--- config.mk ---
export PLATFORM = sky130hd
export DESIGN_NAME = rfbw_regfile
export DESIGN_NICKNAME = d
export VERILOG_FILES = /design/src/rtl/rfbw_pkg.sv /design/src/rtl/rfbw_lane.sv /design/src/rtl/rfbw_wsel.sv /design/src/rtl/rfbw_rdfmt.sv /design/src/rtl/rfbw_regfile.sv
export SDC_FILE = /design/constraint.sdc
export NUM_CORES = 1
export LEC_CHECK = 0
export ABC_AREA = 0
export ABC_CLOCK_PERIOD_IN_PS = 2300
export BUFFER_PORTS_ARGS = -buffer_cell sky130_fd_sc_hd__buf_4
export CAP_MARGIN = 20
export CORE_MARGIN = 4
export CORE_UTILIZATION = 25
export DETAILED_ROUTE_END_ITERATION = 10
export PLACE_DENSITY = 0.36
export SETUP_SLACK_MARGIN = 0.15
export SKIP_CTS_REPAIR_TIMING = 1
export SLEW_MARGIN = 20
export SYNTH_ARGS = -nofsm -noshare
export SYNTH_HDL_FRONTEND = slang
export SYNTH_SLANG_ARGS = --single-unit
--- constraint.sdc ---
create_clock -name clk -period 2.3 [get_ports clk]
set_clock_uncertainty 0.05 [all_clocks]
set_input_delay 0.23 -clock clk [delete_from_list [all_inputs] [get_ports clk]]
set_output_delay 0.23 -clock clk [all_outputs]
set_load 0.02 [all_outputs]
--- src/rtl/rfbw_pkg.sv ---
package rfbw_pkg;
  typedef enum logic [1:0] {
    WSRC_ALU  = 2'd0,
    WSRC_CTL  = 2'd1,
    WSRC_BIU  = 2'd2,
    WSRC_LOOP = 2'd3
  } wsrc_e;
endpackage

--- src/rtl/rfbw_lane.sv ---
// One byte lane of storage: one write port, two combinational read ports.
module rfbw_lane #(
  parameter int LANE_W = 8,
  parameter int DEPTH  = 16,
  localparam int AW    = $clog2(DEPTH)
) (
  input  logic              clk,
  input  logic              rst_n,
  input  logic              we,
  input  logic [AW-1:0]     waddr,
  input  logic [LANE_W-1:0] wdata,
  input  logic [AW-1:0]     raddr_a,
  input  logic [AW-1:0]     raddr_b,
  output logic [LANE_W-1:0] rdata_a,
  output logic [LANE_W-1:0] rdata_b
);
  logic [LANE_W-1:0] mem     [DEPTH];
  logic [LANE_W-1:0] mem_nxt [DEPTH];
  logic [DEPTH*LANE_W-1:0] mem_flat;

  always_comb begin
    mem_nxt = mem;
    mem_nxt[waddr] = wdata;
  end

  always_ff @(posedge clk or negedge rst_n) begin
    if (!rst_n) begin
      for (int i = 0; i < DEPTH; i++) mem[i] <= '0;
    end else if (we) begin
      mem <= mem_nxt;
    end
  end

  assign rdata_a = mem[raddr_a];
  assign rdata_b = mem[raddr_b];

  for (genvar g = 0; g < DEPTH; g++) begin : g_flat
    assign mem_flat[g*LANE_W +: LANE_W] = mem[g];
  end

  // an enabled lane write lands in the addressed entry
  assert_lane_write_R3: assert property (@(posedge clk) disable iff (!rst_n)
    we |=> (mem[$past(waddr)] == $past(wdata)));

  // a lane that is not enabled keeps every entry
  assert_lane_hold_R7: assert property (@(posedge clk) disable iff (!rst_n)
    !we |=> $stable(mem_flat));
endmodule

--- src/rtl/rfbw_wsel.sv ---
// Four-way write-source selector.
module rfbw_wsel
  import rfbw_pkg::*;
#(
  parameter int DATA_W = 16
) (
  input  wsrc_e             sel,
  input  logic [DATA_W-1:0] alu_in,
  input  logic [DATA_W-1:0] ctl_in,
  input  logic [DATA_W-1:0] biu_in,
  input  logic [DATA_W-1:0] loop_in,
  output logic [DATA_W-1:0] wdata
);
  always_comb begin
    unique case (sel)
      WSRC_ALU:  wdata = alu_in;
      WSRC_CTL:  wdata = ctl_in;
      WSRC_BIU:  wdata = biu_in;
      WSRC_LOOP: wdata = loop_in;
      default:   wdata = alu_in;
    endcase
  end
endmodule

--- src/rtl/rfbw_rdfmt.sv ---
// Read-bus formatter: word pass-through, or byte with zero-fill / replicate.
module rfbw_rdfmt #(
  parameter int LANE_W = 8,
  parameter int LANES  = 2,
  localparam int DW    = LANE_W * LANES
) (
  input  logic          byte_mode,
  input  logic          byte_rep,
  input  logic [DW-1:0] raw,
  output logic [DW-1:0] fmt
);
  always_comb begin
    if (byte_mode) begin
      fmt[LANE_W-1:0] = raw[LANE_W-1:0];
      for (int l = 1; l < LANES; l++)
        fmt[l*LANE_W +: LANE_W] = byte_rep ? raw[LANE_W-1:0] : '0;
    end else begin
      fmt = raw;
    end
  end
endmodule

--- src/rtl/rfbw_regfile.sv ---
module rfbw_regfile
  import rfbw_pkg::*;
#(
  parameter int DATA_W    = 16,
  parameter int BYTE_W    = 8,
  parameter int NUM_REGS  = 16,
  parameter bit ACC_FIXED = 1'b0,
  localparam int LANES    = DATA_W / BYTE_W,
  localparam int AW       = $clog2(NUM_REGS)
) (
  input  logic              clk,
  input  logic              rst_n,
  input  logic [AW-1:0]     src_addr,
  input  logic [AW-1:0]     dst_addr,
  input  logic              wr_en,
  input  logic              byte_mode,
  input  logic              byte_rep,
  input  logic [1:0]        wr_sel,
  input  logic [DATA_W-1:0] alu_data,
  input  logic [DATA_W-1:0] ctl_data,
  input  logic [DATA_W-1:0] biu_data,
  output logic [DATA_W-1:0] src_data,
  output logic [DATA_W-1:0] dst_data
);
  logic [AW-1:0]     src_eff;
  logic [DATA_W-1:0] src_raw;
  logic [DATA_W-1:0] dst_raw;
  logic [DATA_W-1:0] wdata;
  logic [LANES-1:0]  lane_we;

  if (ACC_FIXED) begin : g_acc
    assign src_eff = '0;
  end else begin : g_free
    assign src_eff = src_addr;
  end

  rfbw_wsel #(.DATA_W(DATA_W)) u_wsel (
    .sel     (wsrc_e'(wr_sel)),
    .alu_in  (alu_data),
    .ctl_in  (ctl_data),
    .biu_in  (biu_data),
    .loop_in (src_data),
    .wdata   (wdata)
  );

  for (genvar l = 0; l < LANES; l++) begin : g_lane
    // Lane 0 serves both modes; upper lanes are written in word mode only.
    if (l == 0) begin : g_lo
      assign lane_we[l] = wr_en;
    end else begin : g_hi
      assign lane_we[l] = wr_en & ~byte_mode;
    end

    rfbw_lane #(.LANE_W(BYTE_W), .DEPTH(NUM_REGS)) u_lane (
      .clk     (clk),
      .rst_n   (rst_n),
      .we      (lane_we[l]),
      .waddr   (dst_addr),
      .wdata   (wdata[l*BYTE_W +: BYTE_W]),
      .raddr_a (src_eff),
      .raddr_b (dst_addr),
      .rdata_a (src_raw[l*BYTE_W +: BYTE_W]),
      .rdata_b (dst_raw[l*BYTE_W +: BYTE_W])
    );
  end

  rfbw_rdfmt #(.LANE_W(BYTE_W), .LANES(LANES)) u_fmt_src (
    .byte_mode (byte_mode),
    .byte_rep  (byte_rep),
    .raw       (src_raw),
    .fmt       (src_data)
  );

  rfbw_rdfmt #(.LANE_W(BYTE_W), .LANES(LANES)) u_fmt_dst (
    .byte_mode (byte_mode),
    .byte_rep  (byte_rep),
    .raw       (dst_raw),
    .fmt       (dst_data)
  );

  // first cycle after reset release reads zero on both ports
  assert_reset_clear_R1: assert property (@(posedge clk) disable iff (!rst_n)
    $rose(rst_n) |-> (src_data == '0 && dst_data == '0));

  if (ACC_FIXED) begin : g_chk_acc
    // the source port always reads entry 0
    assert_acc_src_R8: assert property (@(posedge clk) disable iff (!rst_n)
      (dst_addr == '0) |-> (src_data == dst_data));
  end else begin : g_chk_free
    // equal addresses give equal buses
    assert_same_addr_R2: assert property (@(posedge clk) disable iff (!rst_n)
      (src_addr == dst_addr) |-> (src_data == dst_data));
  end

  // byte placement on the upper bits
  assert_byte_zero_R5: assert property (@(posedge clk) disable iff (!rst_n)
    (byte_mode && !byte_rep) |->
      (src_data[DATA_W-1:BYTE_W] == '0 && dst_data[DATA_W-1:BYTE_W] == '0));

  assert_byte_rep_R5: assert property (@(posedge clk) disable iff (!rst_n)
    (byte_mode && byte_rep) |->
      (src_data[DATA_W-1:BYTE_W] == {(LANES-1){src_data[BYTE_W-1:0]}}));
endmodule

-- Yosys cells after proc, flatten, opt, wreduce, memory -nomap -nowiden
Cells that the tools add are included.
- multiplexer cells: 21
- bitwise gates (word level): 4
- equality and inequality tests: 3
- $lt $le $gt $ge: 3
- reductions and logical operators: 2
- operator list (cell ; number):
    $bwmux W128 ; 2
    $bmux W8 S4 ; 4
    $mux W8 ; 11
    $pmux W16 S4 ; 1
    $demux W8 S4 ; 1
    $mux W16 ; 2
    $ge A5 B5 Y1 const B ; 2
    $not A4 Y5 ; 2
    $lt A5 B1 Y1 const B ; 1
    $eq A2 B2 Y1 const B ; 2
    $eq A2 B1 Y1 const B ; 1
    $logic_not A2 Y1 ; 1
    $and A1 B1 Y1 ; 1
    $logic_and A1 B1 Y1 ; 1
    $not A1 Y1 ; 1
- output and inout port bits: 32
- flip-flop bits (word level): 256

-- Depth between registers and ports, before layout
Gate-level depths: netlist (run 1).
- word-level depth: 8
- mapped depth: 11

-- Hierarchy
A second synthesis (run 1) with hierarchy kept.
- cell total of the unflattened synthesis: 937
- area total of the unflattened synthesis: 14468.9 sq um
- modules (own cells, without submodules) (module ; sequential area each (sq um) ; area each (sq um) ; cells each ; times used):
    rfbw_lane ; 3203.1 ; 6851.6 ; 435 ; 2
    rfbw_wsel ; 0.0 ; 424.2 ; 20 ; 1
    rfbw_rdfmt ; 0.0 ; 163.9 ; 23 ; 2
    rfbw_regfile ; 0.0 ; 13.8 ; 1 ; 1

-- Worst setup path before layout (run 1)
Ideal clock, no wire load.
- path kind: input to output
- start point: input port src_addr[3]
- end point: output port src_data[8]
- buffers on the path: 4
- cell stages on the path: 7
- path slack: -0.046 ns
- required time: 2.020 ns
- arrival time: 2.066 ns
- cells stage by stage: buf_2 buf_2 clkbuf_1 clkbuf_1 o21ai_0 o22ai_1 o2bb2ai_1
- cells in the longest elaborated chain, start to end: 6
- elaborated cells between the ends (all ways): 9
- classes of those cells: mux (8); bitwise (1)
- ends and longest elaborated chain (what ; line ; text):
    start: declaration ; rfbw_regfile.sv:13 ; input logic [AW-1:0] src_addr,
    $not A4 Y5 (implied by the code) * ; rfbw_lane.sv:34 ; assign rdata_a = mem[raddr_a];
    $bmux W8 S4 ; rfbw_lane.sv:34 ;
    $mux W8 (implied by the code) (2 in a row) ; rfbw_lane.sv:34 ;
    $mux W8 ; rfbw_rdfmt.sv:16 ; fmt[l*LANE_W +: LANE_W] = byte_rep ? raw[LANE_W-1:0] : '0;
    $mux W16 * ; rfbw_rdfmt.sv:13 ; if (byte_mode) begin
    end: declaration ; rfbw_regfile.sv:22 ; output logic [DATA_W-1:0] src_data,
Every way passes the cells marked *; elsewhere a longest branch is shown, timed or not. The select of a mux whose other input is x is not followed.

-- Final worst setup path (run 1)
- start point: register g_lane[0].u_lane.mem[115] (netlist bit)
- end point: output port src_data[11]
- cells in the longest elaborated chain, start to end: 5
- ends and longest elaborated chain (what ; line ; text):
    start: declaration ; rfbw_lane.sv:17 ; logic [LANE_W-1:0] mem [DEPTH];
    start signal: assignment ; rfbw_lane.sv:30 ; mem <= mem_nxt;
    $bmux W8 S4 ; rfbw_lane.sv:34 ;
    $mux W8 (implied by the code) (2 in a row) ; rfbw_lane.sv:34 ;
    $mux W8 ; rfbw_rdfmt.sv:16 ;
    $mux W16 ; rfbw_rdfmt.sv:13 ;
No other way between the ends. The select of a mux whose other input is x is not followed.

==> results of run 1 <==
-- final cells by class --
class,instances,area [sq um]
Inverter,3,11.3
Multi-Input combinational cell,925,8020
Timing Repair Buffer,311,2940
Clock buffer,50,991
Tap cell,765,957
Clock inverter,10,100
Fill cell,5829,38600
Sequential cell,256,6410
-- metrics by stage --
stage	hold slack [ns]	cells	power, W	TNS [ns]
after global routing	0.165	2320	0.0179	-4.99
final	0.142	2320	0.0169	-3.11
after floorplan	-0.116	1296	0.00933	0
after global placement	0.111	2236	0.0113	-2.55
after detailed placement	0.115	2236	0.0113	-2.95
after CTS	-0.463	2296	0.0167	-5.66
-- cell usage in the layout, fill, tap and decap left out, drive strengths merged, types with 2 or more instances in the layout --
cell type  Yosys  routed
nand3         26      26
o21ai         40      40
a221oi         2       2
mux4          86      86
o311ai         6       6
a21o          15      15
o2111ai        4       4
and2           4       4
a21oi         88      88
mux2         113     113
nand2         88      88
nor2b         12      12
a22oi         55      55
dfrtp        256     256
buf           57     310
o211ai         4       4
o2bb2ai        2       2
inv            3       5
nor2         173     173
clkbuf        55      50
mux2i         98      98
a211oi         6       6
a22o           3       3
a31oi         71      71
or2            4       4
nand2b         2       2
nand3b         2       2
nand4          7       7
clkinv         0       6
o22ai          7       7
-- logic make-up after synthesis --
group / after synthesis
multiplexers: 297
buffers and inverters: 115
AND/OR/NAND/NOR: 324
AO/OA/AOI/OAI: 304
flip-flops: 256
-- cells in the mapped netlist (2+ instances only) --
library cell    n
dfrtp_1       256
nor2_1        172
mux2_2        113
mux2i_1        98
nand2_1        88
mux4_2         83
a21oi_1        66
a31oi_1        65
a22oi_1        55
clkbuf_1       55
o21ai_0        39
buf_2          32
nand3_1        26
a21oi_2        22
a21o_1         15
nor2b_1        12
buf_6           8
nand4_1         7
a211oi_1        6
a31oi_4         6
buf_4           6
buf_8           6
o22ai_1         6
o311ai_2        6
buf_1           5
and2_1          4
o211ai_1        4
or2_2           4
a22o_1          3
inv_1           3
mux4_1          3
o2111ai_1       3
a221oi_2        2
nand2b_1        2
nand3b_1        2
-- where the power goes --
part	internal (W)	switching (W)	leakage, nW
Clock	0.00311	0.00213	0.536
Combinational	0.00276	0.00232	4.67
Sequential	0.00564	0.000960	3.16
Total	0.0115	0.00540	8.36
-- final timing paths --
check / slack, ns / cells after the start / endpoint / start
min in group clk: 0.19 / 5 / g_lane[0].u_lane.mem[72] / biu_data[0]
max in group asynchronous: 1.24 / 3 / g_lane[1].u_lane.mem[9] / rst_n
worst min register to register: 0.46 / 2 / g_lane[0].u_lane.mem[117] / g_lane[0].u_lane.mem[117]
worst max-delay path: -0.39 / 7 / src_data[11] / g_lane[0].u_lane.mem[115]
worst max register to register: 0.18 / 7 / g_lane[0].u_lane.mem[59] / g_lane[0].u_lane.mem[115]
worst min-delay path: 0.14 / 2 / g_lane[0].u_lane.mem[28] / rst_n
-- layer usage --
layer | track usage (%) | vias to the layer above | part of all wire, %
li1 | - | 5340 | -
met1 | 25.4 | 5948 | 45
met2 | 30.6 | 295 | 48
met3 | 2.91 | 83 | 4.7
met4 | 5.25 | 0 | 2.6
met5 | 0 | - | 0
==> reports/qor.yml, run 1 <==
cts_buffers: 34
crit_path_cell_trace: "mux2_4 -> mux4_2 -> nor2_1 -> a21oi_1 -> buf_4 -> a22o_1 -> buf_6"
final_hold_viol_count: 0
design_area_sq_um: 19400
hp-class: "in -> async"
regMostFlops: "g_lane.u_lane.mem"
die-area_sq_um: 62900
synthSimpleGateAreaFrac_pct: 9.29
ant_nets: 0
async_reset_ff_share_pct: 100
peakVddDrop_v: 0.000535
worst_pin_slew_ns: 0.575
fp-row-count: 88
path_delay_family: "multiplexers"
synth_top_cell_by_area: "dfrtp_1"
die_h_um: 251
core-area_sq_um: 58000
vias: 11700
worstSetupPathType: "reg -> out"
synthAdderAreaFrac_pct: 0
gp_congestion: 0.792
outcome: "complete, but fails checks"
syn_inst: 1296
power_density_nw_per_um2: 871
cts_sinks: 256
p_leak_nw: 8.36
clk_latency_ns: 0.54
drt_iter0_drc: 748
rsz0062_at_grt: "yes"
routedWlPerCell_um: 25.6
antenna_cells: 0
synth_top_area_share_pct: 43.5
grt_pass1_wl_um: 86600
dr.pass1.iters: 7
syn-mean-instance-area_sq_um: 11.4
synth_top_family_by_area: "multiplexers"
portBuffers: 94
worstPathRequired_ns: 2.02
violations: "setup timing"
cts-htree-levels: 2
die_w_um: 251
reg.largest.list: "g_lane.u_lane.mem: 256 flops"
fin_crit_ns: 2.69
fin_crit_sh_pct: 117
max_freq_ghz: 0.372
cts_max_path_buffers: 3
initial_core_util_pct: 25.4
postSynthRegisterBits: 256
layout_setup_ws_ns: -0.391
synthFlopType: "dfrtp_1"
maxCapViolations: 0
synthToLayoutAreaGrowth_pct: 31.8
cts_tree: "yes"
yosysSeqAreaShare_pct: 43.5
grt_max_degree: 77
syn_area_sq_um: 14700
pre_cts_slack_ns: -0.202
synth-xor-area-share_pct: 0
grt-ovfl-total: 0
grt_usage_pct: 18.5
synth_area_leaders: "dfrtp_1 43%, mux4_2 13%, mux2_2 8.6%, mux2i_1 6.7%, nor2_1 4.4%"
syn-num-nets: 1359
wirelength_um: 59300
ys_types: 48
setup_violations: 19
path_clk_slew_ns: 0.06
num-nets-final: 1594
io_pins: 95
endpoint_kind: "primary output"
slew_headroom_pct: 61.3
final_util_pct: 33.5
largest_reg_flops: 256
report.final.slew_viol_count: 0
drive_above_1_share_pct: 42.8
antenna_found_initial: 0
drcViolationCount: 0
crit_fanout: 3
worst-endpoint-arrival_ns: 2.41
synthMuxAreaShare_pct: 28.5
post_dp_cell_area_sq_um: 17700
startpoint_type: "flip-flop"
synth_compound_area_share_pct: 14.5
synth.yosys.warnings: 0
place_hpwl_um: 43000
cpPeakStageDelay_ns: 0.50
critPathBufInv: 2
via_per_inst: 5.03
cts-root-buf: "clkbuf_16"
grt_pass1_vias: 12100
critical-path-slowest-cell: "mux4_2"
synth_edf_count: 0
No activity file was read; power rests on OpenSTA's default activity.
==> run 2: changes to the inputs <==
--- a/config.mk
+++ b/config.mk
@@ -8,3 +8,3 @@
 export ABC_AREA = 0
-export ABC_CLOCK_PERIOD_IN_PS = 2300
+export ABC_CLOCK_PERIOD_IN_PS = 2760
 export BUFFER_PORTS_ARGS = -buffer_cell sky130_fd_sc_hd__buf_4
@@ -12,5 +12,5 @@
 export CORE_MARGIN = 4
-export CORE_UTILIZATION = 25
+export CORE_UTILIZATION = 30
 export DETAILED_ROUTE_END_ITERATION = 10
-export PLACE_DENSITY = 0.36
+export PLACE_DENSITY = 0.41
 export SETUP_SLACK_MARGIN = 0.15
==> constraint.sdc (replaced) <==
create_clock -name clk -period 2.76 [get_ports clk]
set_clock_uncertainty 0.05 [all_clocks]
set_input_delay 0.828 -clock clk [delete_from_list [all_inputs] [get_ports clk]]
set_output_delay 0.828 -clock clk [all_outputs]
set_load 0.02 [all_outputs]
==> run 2 against run 1 <==
Net effect: the run still ends with setup timing left; global-route usage grew 2.5 points; first-iteration DRC count grew 23%; sequential share of layout area shrank 2.3 points; utilization grew 9.9 points; die area shrank 16%; hold slack gained 0.064 ns; cell area grew 7.4%; cell count shrank 0.95%; power shrank 13%; clock power shrank 12%; largest cell class unchanged.
==> reports/qor.yml, run 2 (synthesis results as in run 1) <==
cts_sinks: 256  # unchanged
p_leak_nw: 9.05  # +8.2%
grt_usage_pct: 21.0  # +2.5 points
die_h_um: 230  # -8.4%
path_common_cell: "buf_12"
violations: "setup timing"
fin_crit_ns: 3.33
worst_pin_slew_ns: 0.650  # +0.0755 ns
report.final.slew_viol_count: 0  # unchanged
crit_fanout: 7  # +4
routedWlPerCell_um: 25.3  # -1.0%
drcViolationCount: 0  # unchanged
critical-path-slowest-cell: "mux4_2"
regMostFlops: "g_lane.u_lane.mem"
die_w_um: 230  # -8.4%
vias: 12200  # +4.3%
core-area_sq_um: 48100  # -17%
final_hold_viol_count: 0  # unchanged
post_dp_cell_area_sq_um: 18500  # +4.7%
design_area_sq_um: 20900  # +7.4%
io_pins: 95  # unchanged
startpoint_type: "input port"
cpPeakStageDelay_ns: 0.52  # +0.02 ns
slew_headroom_pct: 56.5  # -4.8 points
cts_buffers: 34  # unchanged
max_freq_ghz: 0.300
antenna_cells: 0  # unchanged
crit_path_cell_trace: "buf_16 -> buf_12 -> buf_12 -> mux4_2 -> a22oi_2 -> nand2_4 -> a21o_1 -> buf_6"
peakVddDrop_v: 0.000457  # -15%
outcome: "complete, but fails checks"
path_delay_family: "buffers and inverters"
die-area_sq_um: 52700  # -16%
via_per_inst: 5.30  # +5.3%
fp-row-count: 80  # -9.1%
final_cell_mix: "272 x buf_4, 256 x dfrtp_1, 169 x nor2_1"
antenna_found_initial: 1  # +1
maxCapViolations: 0  # unchanged
clk_latency_ns: 0.55  # about the same
grt_pass1_wl_um: 83000  # -4.2%
fin_crit_sh_pct: 121
cts_max_path_buffers: 3  # unchanged
worst-endpoint-arrival_ns: 2.46  # +0.05 ns
drt_iter0_drc: 919  # +23%
num-nets-final: 1683  # +5.6%
layout_setup_ws_ns: -0.574  # -0.183 ns
power_density_nw_per_um2: 706  # -19%
reg.largest.list: "g_lane.u_lane.mem: 256 flops"
largest_reg_flops: 256  # unchanged
final_common_cell: "buf_4"
grt_pass1_vias: 12200  # +0.50%
hp-class: "in -> async"
worstSetupPathType: "in -> out"
setup_violations: 32  # +13
grt-ovfl-total: 0  # unchanged
path_clk_slew_ns: 0.06  # about the same
rsz0062_at_grt: "yes"
cts_tree: "yes"
tns_ns: -15.10  # -12.00 ns
dr.pass1.iters: 5  # -2
critPathBufInv: 4  # +2
worstPathRequired_ns: 1.88  # -0.14 ns
initial_core_util_pct: 30.6  # +5.2 points
wirelength_um: 58200  # -1.9%
drive_above_1_share_pct: 48.4  # +5.5 points
place_hpwl_um: 41900  # -2.7%
grt_max_degree: 63  # -18%
portBuffers: 94  # unchanged
cts-root-buf: "clkbuf_16"
endpoint_kind: "primary output"
gp_congestion: 0.860  # +8.6%
timing.hold.ws_ns: 0.205  # +0.0638 ns
ant_nets: 0  # unchanged
synthToLayoutAreaGrowth_pct: 41.6
cts-htree-levels: 2  # unchanged
==> run 2: final cells by class <==
class | count | area (sq um)
well taps | 656 | 821
clock buffers | 48 | 1040
inverters | 3 | 11.3
flip-flops and latches | 256 | 6410
fillers | 4507 | 27300
clock inverters | 10 | 124
repair buffers | 400 | 4210
multi-input cells | 925 | 8240
==> run 2: path summary, 6_finish.rpt <==
check | from | end | slack [ns] | cells past startpoint
setup / recovery | dst_addr[0] | dst_data[15] | -0.57 | 8
setup reg to reg | g_lane[1].u_lane.mem[36] | g_lane[1].u_lane.mem[84] | 0.58 | 7
min in group clk | g_lane[0].u_lane.mem[69] | g_lane[0].u_lane.mem[69] | 0.46 | 2
hold reg to reg | g_lane[0].u_lane.mem[69] | g_lane[0].u_lane.mem[69] | 0.46 | 2
max in group asynchronous | rst_n | g_lane[1].u_lane.mem[38] | 1.81 | 2
hold / removal | rst_n | g_lane[0].u_lane.mem[7] | 0.21 | 1
==> run 2: report_power, final <==
| part | internal [W] | switching (W) | total [W] |
|---|---|---|---|
| clock | 0.00283 | 0.00180 | 0.00462 |
| combinational | 0.00252 | 0.00203 | 0.00456 |
| sequential | 0.00470 | 0.000846 | 0.00555 |
==> run 2: metrics by stage <==
step / instances / power (W) / worst slack (ns) / util, %
2_1_floorplan: 1296 / 0.00792 / -0.420 / -
3_3_place_gp: 2196 / 0.00966 / -0.716 / 38.5
3_5_place_dp: 2196 / 0.00973 / -0.705 / 38.5
4_1_cts: 2254 / 0.0144 / -0.704 / 40.9
5_1_grt: 2298 / 0.0154 / -0.596 / 43.3
6_report: 2298 / 0.0147 / -0.574 / 43.3
==> run 2: per-layer routing <==
metal / GRT usage, % / part of all wire [%]
met4: 5.59 / 2.5
met2: 33.3 / 47
met5: 0 / 0
met1: 29.6 / 46
met3: 3.95 / 5.4
==> run 2: worst reg2reg max path: stages, from the launching register on <==
cell and delay, ns:
dfrtp_1 0.41, mux4_2 0.52, buf_6 0.16, nand3_2 0.06, o211ai_1 0.22, a31oi_4 0.33
clkbuf_16 0.22, a31oi_1 0.08
==> run 3: changes to the inputs <==
- SYNTH_HIERARCHICAL: unset -> 1
==> run 3 against run 2 <==
Net effect: synthesized cell count shrank 28%; sequential power fell by 4.0%; flip-flop and latch count stayed put; largest cell class unchanged; critical path type unchanged; the run still ends with setup timing left; highest routed layer unchanged.
==> reports/qor.yml, run 3 <==
largest_reg_flops: 256  # unchanged
hp-class: "in -> async"
clk_latency_ns: 0.54  # about the same
cts-root-buf: "clkbuf_16"
startpoint_type: "input port"
max_freq_ghz: 0.286  # -4.7%
die_h_um: 228  # -0.88%
peakVddDrop_v: 0.000406  # -11%
fp-row-count: 80  # unchanged
fin_crit_ns: 3.50  # +0.164 ns
crit_path_cell_trace: "buf_12 -> clkbuf_16 -> buf_12 -> mux4_2 -> a22oi_2 -> nand2_2 -> a22o_4 -> buf_4"
comb_power_share_pct: 35.4  # +4.5 points
synthSimpleGateAreaFrac_pct: 4.96  # -4.3 points
synth_compound_area_share_pct: 4.19  # -10 points
power_density_nw_per_um2: 706  # about the same
grt_pass1_wl_um: 73600  # -11%
num-nets-final: 1354  # -20%
final_hold_viol_count: 0  # unchanged
tns_ns: -72.07  # -56.97 ns
synth_top_cell_by_area: "dfrtp_1"
drcViolationCount: 0  # unchanged
die-area_sq_um: 51800  # -1.7%
grt-ovfl-total: 0  # unchanged
vias: 10100  # -17%
initial_core_util_pct: 30.3  # -0.30 points
swShare_pct: 29.5  # -2.3 points
worstPathRequired_ns: 1.88  # about the same
dr.pass1.iters: 4  # -1
outcome: "complete, but fails checks"
synth_edf_count: 0  # unchanged
synth_top_area_share_pct: 44.3  # +0.80 points
gp_congestion: 0.771  # -10%
io_pins: 95  # unchanged
rsz0062_at_grt: "yes"
synth.yosys.warnings: 6  # +6
setup_violations: 288  # +800%
slew_headroom_pct: 38.8  # -18 points
ant_nets: 0  # unchanged
critical-path-slowest-cell: "mux4_2"
async_reset_ff_share_pct: 100  # unchanged
cts_tree: "yes"
syn-num-nets: 1000  # -26%
cpPeakStageDelay_ns: 0.51  # about the same
reg.largest.list: "g_lane.u_lane/mem: 256 flops"
synthFlopType: "dfrtp_1"
grt_pass1_vias: 10800  # -11%
maxCapViolations: 0  # unchanged
syn_inst: 937  # -28%
final_cell_mix: "266 x buf_4, 256 x dfrtp_1, 148 x mux4_2"
synth_top_family_by_area: "multiplexers"
synthAdderAreaFrac_pct: 0  # unchanged
synth_commonest_cells: "256 x dfrtp_1, 240 x mux2_2, 138 x mux4_2"
place_hpwl_um: 35200  # -16%
cts-htree-levels: 2  # unchanged
cts_max_path_buffers: 3  # unchanged
final_common_cell: "buf_4"
synth_most_common_cell: "dfrtp_1"
fin_crit_sh_pct: 127  # +5.9 points
worst-endpoint-arrival_ns: 2.62  # +0.16 ns
worstSetupPathType: "in -> out"
p_clk_share_pct: 28.7  # -2.7 points
path_clk_slew_ns: 0.06  # about the same
crit_fanout: 6  # -1
layout_setup_ws_ns: -0.738  # -0.164 ns
routedWlPerCell_um: 27.3  # +8.0%
syn_area_sq_um: 14500  # -1.8%
seqPwrFrac_pct: 35.9  # -1.8 points
p_leak_nw: 9.19  # +1.5%
drive_above_1_share_pct: 76.0  # +28 points
synth_area_leaders: "dfrtp_1 44%, mux4_2 21%, mux2_2 19%, a22oi_1 3.3%, mux2_4 1.7%"
regMostFlops: "g_lane.u_lane/mem"
synthToLayoutAreaGrowth_pct: 45.2
grt_usage_pct: 19.4  # -1.7 points
cts_sinks: 256  # unchanged
endpoint_kind: "primary output"
wirelength_um: 52700  # -9.4%
synthMuxAreaShare_pct: 42.9  # +14 points
report.final.slew_viol_count: 0  # unchanged
violations: "setup timing"
core-area_sq_um: 47700  # -0.83%
postSynthRegisterBits: 256  # unchanged
synth-xor-area-share_pct: 0  # unchanged
via_per_inst: 5.26  # -0.76%
path_common_cell: "buf_12"
cts_buffers: 34  # unchanged
yosysSeqAreaShare_pct: 44.3  # +0.80 points
worst_pin_slew_ns: 0.913  # +0.263 ns
final_util_pct: 44.0  # +0.66 points
syn-mean-instance-area_sq_um: 15.4  # +36%
drt_iter0_drc: 553  # -40%
dp.cells: 1814  # -17%
power_switching_w: 0.00438  # -6.4%
portBuffers: 94  # unchanged
grt_max_degree: 67  # +6.3%
antenna_found_initial: 3  # +2
final-instance-count-excl-fill: 1927  # -16%
intPower_w: 0.0105  # +4.1%
ys_types: 31  # -35%
die_w_um: 228  # -0.88%
==> run 3: changes by cell type after synthesis, moves of 55 or more <==
| cell | previous run | this run |
|---|---|---|
| mux4_2 | 83 | 138 |
| mux2i_1 | 98 | 0 |
| mux2_2 | 113 | 240 |
| a21oi_1 | 66 | 0 |
| a31oi_1 | 65 | 0 |
| nor2_1 | 172 | 4 |
==> run 3: final cells by class <==
class	instances	area, sq um
Fill cell	4313	26700
Sequential cell	256	6410
Timing Repair Buffer	404	4190
Multi-Input combinational cell	589	8570
Clock buffer	52	990
Tap cell	615	769
Clock inverter	4	51.3
Inverter	6	25.0
Antenna cell	1	2.50
==> run 3: power by group through the flow <==
stage | logic [W] | clock network [W] | registers (W)
after global routing | 0.00556 | 0.00455 | 0.00547
after floorplan | 0.00290 | 0 | 0.00518
after CTS | 0.00459 | 0.00440 | 0.00532
final | 0.00526 | 0.00425 | 0.00533
after detailed placement | 0.00459 | 0 | 0.00537
after global placement | 0.00454 | 0 | 0.00537
==> run 3: metrics by stage <==
step	total power, W	setup WS, ns	hold WS [ns]	area (sq um)
6_report	0.0148	-0.738	0.126	21000
5_1_grt	0.0156	-0.765	0.112	21000
3_3_place_gp	0.00991	-1.06	0.453	18300
2_1_floorplan	0.00808	-0.434	0.442	15200
4_1_cts	0.0143	-1.02	0.110	19400
3_5_place_dp	0.00996	-1.12	0.460	18300
==> run 3: metal layers <==
layer	part of all wire [%]	track usage, %	routed length, um
met1	41	25.5	21700
met4	2.8	5.17	1480
met3	4.4	2.43	2300
met2	52	33.9	27200
met5	0	0	0
==> run 3: final timing paths <==
kind	from	to	cells after the start	slack, ns
max	src_addr[0]	src_data[8]	8	-0.74
min in group clk	g_lane[1].u_lane/mem[45]	g_lane[1].u_lane/mem[45]	1	0.47
min reg2reg	g_lane[1].u_lane/mem[45]	g_lane[1].u_lane/mem[45]	1	0.47
min	rst_n	g_lane[1].u_lane/mem[69]	1	0.13
max reg2reg	g_lane[1].u_lane/mem[101]	g_lane[1].u_lane/mem[125]	9	-0.03
max in group asynchronous	rst_n	g_lane[0].u_lane/mem[61]	2	1.81
==> run 3: kinds of logic after synthesis <==
group / Yosys count
buffers and inverters: 96
flip-flops: 256
AND/OR/NAND/NOR: 105
AO/OA/AOI/OAI: 80
multiplexers: 400
==> run 3: critical path: cells and delay by family <==
| kind | cells | cell delay, ns |
|---|---|---|
| compound gates | 2 | 0.52 |
| buf+inv | 4 | 0.60 |
| mux | 1 | 0.51 |
| simple gates | 1 | 0.14 |
